===== src/rtl/hdlc_sev_pkg.sv =====
package hdlc_sev_pkg;

  typedef enum logic [1:0] {
    FC_INFO = 2'd0,
    FC_SUP  = 2'd1,
    FC_UNN  = 2'd2
  } frame_class_e;

  typedef enum logic [1:0] {
    SK_RR   = 2'b00,
    SK_RNR  = 2'b01,
    SK_REJ  = 2'b10,
    SK_SREJ = 2'b11
  } sup_kind_e;

  function automatic frame_class_e classify(input logic [1:0] low_bits);
    if (!low_bits[0])
      return FC_INFO;
    else if (low_bits == 2'b01)
      return FC_SUP;
    else
      return FC_UNN;
  endfunction

endpackage


===== src/rtl/sev_frame_decode.sv =====
module sev_frame_decode
  import hdlc_sev_pkg::*;
#(
  parameter int CTRL_W = 8,
  parameter int SEQ_W  = 3
) (
  input  logic [CTRL_W-1:0] ctrl,
  input  logic              has_info,
  input  logic [SEQ_W-1:0]  ack_seq,
  input  logic [SEQ_W-1:0]  nxt_seq,
  output logic              is_rr,
  output logic              is_rnr,
  output logic              proto_err
);

  localparam int NR_LSB = CTRL_W - SEQ_W;

  frame_class_e      cls;
  sup_kind_e         kind;
  logic [SEQ_W-1:0]  nr;
  logic [SEQ_W-1:0]  dist_nr;
  logic [SEQ_W-1:0]  dist_win;
  logic              in_win;
  logic              nr_err;
  logic              info_err;

  always_comb begin
    cls      = classify(ctrl[1:0]);
    kind     = sup_kind_e'(ctrl[3:2]);
    nr       = ctrl[CTRL_W-1:NR_LSB];
    dist_nr  = nr - ack_seq;
    dist_win = nxt_seq - ack_seq;
    in_win   = (dist_nr <= dist_win);
    nr_err   = (cls != FC_UNN) && !in_win;
    info_err = (cls == FC_SUP) && has_info;
    proto_err = nr_err || info_err;
    is_rr    = (cls == FC_SUP) && (kind == SK_RR);
    is_rnr   = (cls == FC_SUP) && (kind == SK_RNR);
  end

endmodule


===== src/rtl/sev_peer_tracker.sv =====
module sev_peer_tracker (
  input  logic clk,
  input  logic rst_n,
  input  logic take,
  input  logic is_rr,
  input  logic is_rnr,
  input  logic proto_err,
  output logic peer_rdy,
  output logic chg_pulse
);

  logic clean;

  always_comb begin
    clean     = take && !proto_err;
    chg_pulse = clean && ((is_rr && !peer_rdy) || (is_rnr && peer_rdy));
  end

  always_ff @(posedge clk) begin
    if (!rst_n)
      peer_rdy <= 1'b1;
    else if (chg_pulse)
      peer_rdy <= !peer_rdy;
  end

  a_r3_rr_leaves_ready: assert property (@(posedge clk) disable iff (!rst_n)
    (take && is_rr && !proto_err) |=> peer_rdy);

  a_r4_rnr_leaves_not_ready: assert property (@(posedge clk) disable iff (!rst_n)
    (take && is_rnr && !proto_err) |=> !peer_rdy);

  a_r8_error_keeps_state: assert property (@(posedge clk) disable iff (!rst_n)
    (take && proto_err) |=> $stable(peer_rdy));

endmodule


===== src/rtl/sev_sticky_irq.sv =====
module sev_sticky_irq #(
  parameter int N = 2
) (
  input  logic         clk,
  input  logic         rst_n,
  input  logic [N-1:0] set,
  input  logic         rd,
  output logic [N-1:0] q
);

  for (genvar i = 0; i < N; i++) begin : g_bit
    always_ff @(posedge clk) begin
      if (!rst_n)
        q[i] <= 1'b0;
      else if (set[i])
        q[i] <= 1'b1;
      else if (rd)
        q[i] <= 1'b0;
    end

    a_r12_hold_until_read: assert property (@(posedge clk) disable iff (!rst_n)
      (q[i] && !rd) |=> q[i]);

    a_r12_rise_needs_event: assert property (@(posedge clk) disable iff (!rst_n)
      $rose(q[i]) |-> $past(set[i]));
  end

endmodule


===== src/rtl/hdlc_sframe_evt.sv =====
module hdlc_sframe_evt #(
  parameter int CTRL_W = 8,
  parameter int SEQ_W  = 3
) (
  input  logic              clk,
  input  logic              rst_n,
  input  logic              auto_en,
  input  logic              frm_valid,
  output logic              frm_ready,
  input  logic [CTRL_W-1:0] frm_ctrl,
  input  logic              frm_info,
  input  logic              frm_bad,
  input  logic [SEQ_W-1:0]  ack_seq,
  input  logic [SEQ_W-1:0]  nxt_seq,
  input  logic              stat_rd,
  output logic              evt_peer_chg,
  output logic              evt_proto_err
  ,output logic             peer_rdy
);

  localparam int N_IRQ   = 2;
  localparam int IRQ_CHG = 0;
  localparam int IRQ_ERR = 1;

  logic             take;
  logic             is_rr;
  logic             is_rnr;
  logic             proto_err;
  logic             chg_pulse;
  logic [N_IRQ-1:0] irq_set;
  logic [N_IRQ-1:0] irq_q;

  always_ff @(posedge clk) begin
    if (!rst_n)
      frm_ready <= 1'b0;
    else
      frm_ready <= 1'b1;
  end

  assign take = frm_valid && frm_ready && auto_en && !frm_bad;

  sev_frame_decode #(.CTRL_W(CTRL_W), .SEQ_W(SEQ_W)) u_dec (
    .ctrl      (frm_ctrl),
    .has_info  (frm_info),
    .ack_seq   (ack_seq),
    .nxt_seq   (nxt_seq),
    .is_rr     (is_rr),
    .is_rnr    (is_rnr),
    .proto_err (proto_err)
  );

  sev_peer_tracker u_peer (
    .clk       (clk),
    .rst_n     (rst_n),
    .take      (take),
    .is_rr     (is_rr),
    .is_rnr    (is_rnr),
    .proto_err (proto_err),
    .peer_rdy  (peer_rdy),
    .chg_pulse (chg_pulse)
  );

  always_comb begin
    irq_set          = '0;
    irq_set[IRQ_CHG] = chg_pulse;
    irq_set[IRQ_ERR] = take && proto_err;
  end

  sev_sticky_irq #(.N(N_IRQ)) u_irq (
    .clk   (clk),
    .rst_n (rst_n),
    .set   (irq_set),
    .rd    (stat_rd),
    .q     (irq_q)
  );

  assign evt_peer_chg  = irq_q[IRQ_CHG];
  assign evt_proto_err = irq_q[IRQ_ERR];

  a_r1_ready_never_drops: assert property (@(posedge clk) disable iff (!rst_n)
    frm_ready |=> frm_ready);

  a_r10_mode_off_no_effect: assert property (@(posedge clk) disable iff (!rst_n)
    (!auto_en && !stat_rd) |=>
      ($stable(peer_rdy) && $stable(evt_peer_chg) && $stable(evt_proto_err)));

  a_r9_bad_frame_no_effect: assert property (@(posedge clk) disable iff (!rst_n)
    (frm_valid && frm_bad && !stat_rd) |=>
      ($stable(peer_rdy) && $stable(evt_peer_chg) && $stable(evt_proto_err)));

  a_r7_sup_with_info_flags: assert property (@(posedge clk) disable iff (!rst_n)
    (frm_valid && frm_ready && auto_en && !frm_bad && frm_info &&
     frm_ctrl[1:0] == 2'b01) |=> evt_proto_err);

  a_r5_idle_keeps_state: assert property (@(posedge clk) disable iff (!rst_n)
    !(frm_valid && frm_ready) |=> $stable(peer_rdy));

endmodule


===== config.mk =====
export PLATFORM = sky130hd
export DESIGN_NAME = hdlc_sframe_evt
export DESIGN_NICKNAME = d
export VERILOG_FILES = /design/src/rtl/hdlc_sev_pkg.sv /design/src/rtl/sev_frame_decode.sv /design/src/rtl/sev_peer_tracker.sv /design/src/rtl/sev_sticky_irq.sv /design/src/rtl/hdlc_sframe_evt.sv
export SDC_FILE = /design/constraint.sdc
export NUM_CORES = 1
export LEC_CHECK = 0
export BUFFER_PORTS_ARGS = -buffer_cell sky130_fd_sc_hd__clkbuf_2
export CAP_MARGIN = 20
export CORE_AREA = 2 2 39 41
export CTS_CLUSTER_DIAMETER = 30
export DETAILED_ROUTE_END_ITERATION = 16
export DIE_AREA = 0 0 41 43
export HOLD_SLACK_MARGIN = 0.15
export PLACE_DENSITY = 0.64
export SLEW_MARGIN = 5
export SYNTH_ARGS = -nofsm -noshare
export SYNTH_HDL_FRONTEND = slang
export SYNTH_SLANG_ARGS = --single-unit

===== constraint.sdc =====
create_clock -name clk -period 3.2 [get_ports clk]
set_clock_uncertainty 0.15 [all_clocks]
set_input_delay 0.16 -clock clk [delete_from_list [all_inputs] [get_ports clk]]
set_output_delay 0.16 -clock clk [all_outputs]
set_load 0.03 [all_outputs]

==> impl_results.md <==
- Final setup viols: 0
- Port Buffer Count: 23
- HPWL after DPL: 679 um
- Final WL: 751 um
- Antenna diode count: 0
- R2R Path Start: frm_ready
- DRC errors left: 0
- Row count: 14
- Die footprint: 1760 sq um
- CORE AREA: 1380 sq um
- Grt total ovfl: 0
- Status: finished, final reports clean
- Share of cells above drive strength 1: 43.3%
- Peak fanout along the critical path: 2
- Vias in the first global route: 319
- Cell taking the most area after synthesis: dfxtp_1
- Initial core utilization: 27.9%
- Initial antenna violation count: 0
- Synth Cell Area: 387 sq um
- Synth warnings: 0
- Flop and latch count out of synthesis: 4
- Drt first pass iters: 5
- Syn Inst Count: 39
- Final slew viol count: 0
- Number of cells on the worst hold path: 4
- Clock buffer depth: 2
- Pwr Total: 183 uW
- R2R Path End: u_peer.peer_rdy
- Slew margin rel.: 81.0%
- Worst Setup End Kind: flop
- P_leak: 0.000301 uW
- TritonCTS Sinks: 4
- RSZ-0062 raised after global routing: false
- Mean Syn Cell Area: 9.91 sq um
- Min Tclk post-route: 2.21 ns
- Antenna viol nets, final: 0
- Slowest stage cell, crit path: fa_1
- DR WL/cell: 9.05 um
- Top cell type's share of synthesized area: 20.7%
- Pwr/cell area: 325 nW/um^2
- Hold endpoint: u_irq.q[1]
- Largest cells by area after synthesis: dfxtp_1 21%, ha_1 16%, fa_1 10%
- Critical hold path startpoint: frm_info
- HP Class: in -> reg
- I/O pins: 25
- GPL Wtd Cong: 0.711
- Vias per cell: 4.59
- Crit path arrival time: 2.18 ns
- Die X: 41 um
- Hold Vio Cnt, Final: 0
- R2R depth: 3
- Number of DRC markers in iteration 0: 8
- Max Cap Viol: 0
- Root buffer cell: clkbuf_4
- Crit-path cells: clkbuf_2 > inv_1 > ha_1 > inv_1 > fa_1 > xor2_1 > xnor2_1 > ha_1 > o31ai_2 > o2111a_1 > mux2_4
- Syn-to-layout area delta: 46.0%
- Post-CTS setup buffers: 0
- NumNets Final: 97
- Distinct cells, synth: 20
- Die Height: 43 um
- R2R Setup Slk: 1.88 ns
- Num CTS Buffers: 3
- # H-tree levels: 1
- Fillers: 147
- Seq/Total Area, Yosys: 20.7%
- Skew-Pair Late Insertion Delay: 0.23 ns
- Fmax: 452 MHz
- Peak supply drop: 0.161 mV
- Vias: 381
- First-pass GRT wire length: 1120 um
- Most frequent cells in the layout: 23 x clkbuf_2, 6 x inv_1, 5 x ha_1, 4 x dfxtp_1
- Setup TNS Final: 0 ns
- Gr usage total: 10.1%
- Final period util: 69.1%
- Syn_nets: 67
- CTS tree: yes
- Worst endpoint required time: 3.17 ns
- Worst-Margin Slew: 0.281 ns
- CP startpoint kind: input pin
- Clock-pin slew on the worst setup and hold paths: 0.04 ns
- Critical path's largest stage delay: 0.38 ns
- Largest net degree at the start of global routing: 7
- Crit Path Class: in -> reg
- Commonest non-fill, non-tap cell in the layout: clkbuf_2
==> per-stage QoR <==
stage	cells	hold WS [ns]	worst slack [ns]	instance area, sq um	utilization, %
global placement	78	0.189	0.719	522	37.7
CTS	83	0.188	0.971	564	40.8
floorplan	39	0.0377	0.922	387	-
global route	83	0.210	0.871	564	40.8
detailed placement	78	0.195	0.715	522	37.7
finish	83	0.194	0.990	564	40.8
==> worst max-delay path, delay by kind of cell <==
kind                       cells  cell delay, ns
adders and majority gates      3            0.72
muxes                          1            0.30
buffers and inverters          3            0.17
xor gates and xnor gates       2            0.29
AOI/OAI and AO/OA              2            0.54
==> how the worst max path moves through the flow <==
stage / startpoint / endpoint / slack, ns / cells past startpoint
2_1_floorplan: frm_ctrl[5] / u_peer.peer_rdy / 0.92 / 10
3_3_place_gp: frm_ctrl[5] / u_peer.peer_rdy / 0.72 / 11
3_5_place_dp: frm_ctrl[5] / u_peer.peer_rdy / 0.71 / 11
4_1_cts: frm_ctrl[5] / u_peer.peer_rdy / 0.97 / 11
5_1_grt: frm_ctrl[5] / u_peer.peer_rdy / 0.87 / 11
6_report: frm_ctrl[5] / u_peer.peer_rdy / 0.99 / 11
==> layout make-up <==
class | instances | area (sq um) | share of cell area [%]
Clock buffer | 3 | 22.5 | 3.99
Inverter | 6 | 22.5 | 3.99
Multi-Input combinational cell | 29 | 284 | 50.3
Sequential cell | 4 | 80.1 | 14.2
Tap cell | 16 | 20.0 | 3.55
Timing Repair Buffer | 25 | 135 | 23.9
==> flip-flops by register name, indices dropped and copies added, names as in the netlist <==
| signal | cells |
|---|---|
| u_peer.peer_rdy | 1 |
| frm_ready | 1 |
| u_irq.q | 2 |
==> cell usage after synthesis (all sizes together) <==
master  number
o2111a       1
o31ai        1
nand3b       1
fa           2
a32o         1
dfxtp        4
ha           5
xor2         2
o21a         1
nor2b        3
mux2         1
nor4b        1
nand2        2
and4b        1
nand3        1
o21ai        2
nand2b       1
inv          6
xnor2        3
==> metal layers <==
metal	track usage (%)	up-vias	wire, um	part of all wire, %
li1	-	192	-	-
met1	8.63	179	299	40
met2	15.6	10	418	56
met3	4.71	0	33	4.4
met4	10.0	0	0	0
met5	0	-	0	0
==> cell families after synthesis <==
family	share of synthesized area, %
fa+ha+maj	26.5
xor+xnor	11.3
buf+inv	5.82
compound gates	13.3
mux	3.88
flops	20.7
simple gates	18.4
==> repair_timing <==
| item | 4_1_cts | 5_1_grt |
|---|---|---|
| hold buffers | 2 | 0 |
| gates resized for setup | 0 | 0 |
| endpoints found under the hold margin | 4 | 0 |
| setup endpoints to repair | 0 | 0 |
==> power breakdown <==
group	switching (uW)	leakage, uW	internal, uW
clock	19.7	0.0000138	41.9
combinational	31.9	0.000254	38.2
sequential	0.438	0.0000327	51.2
total	52.1	0.000301	131
(Power assumes the default switching activity.)
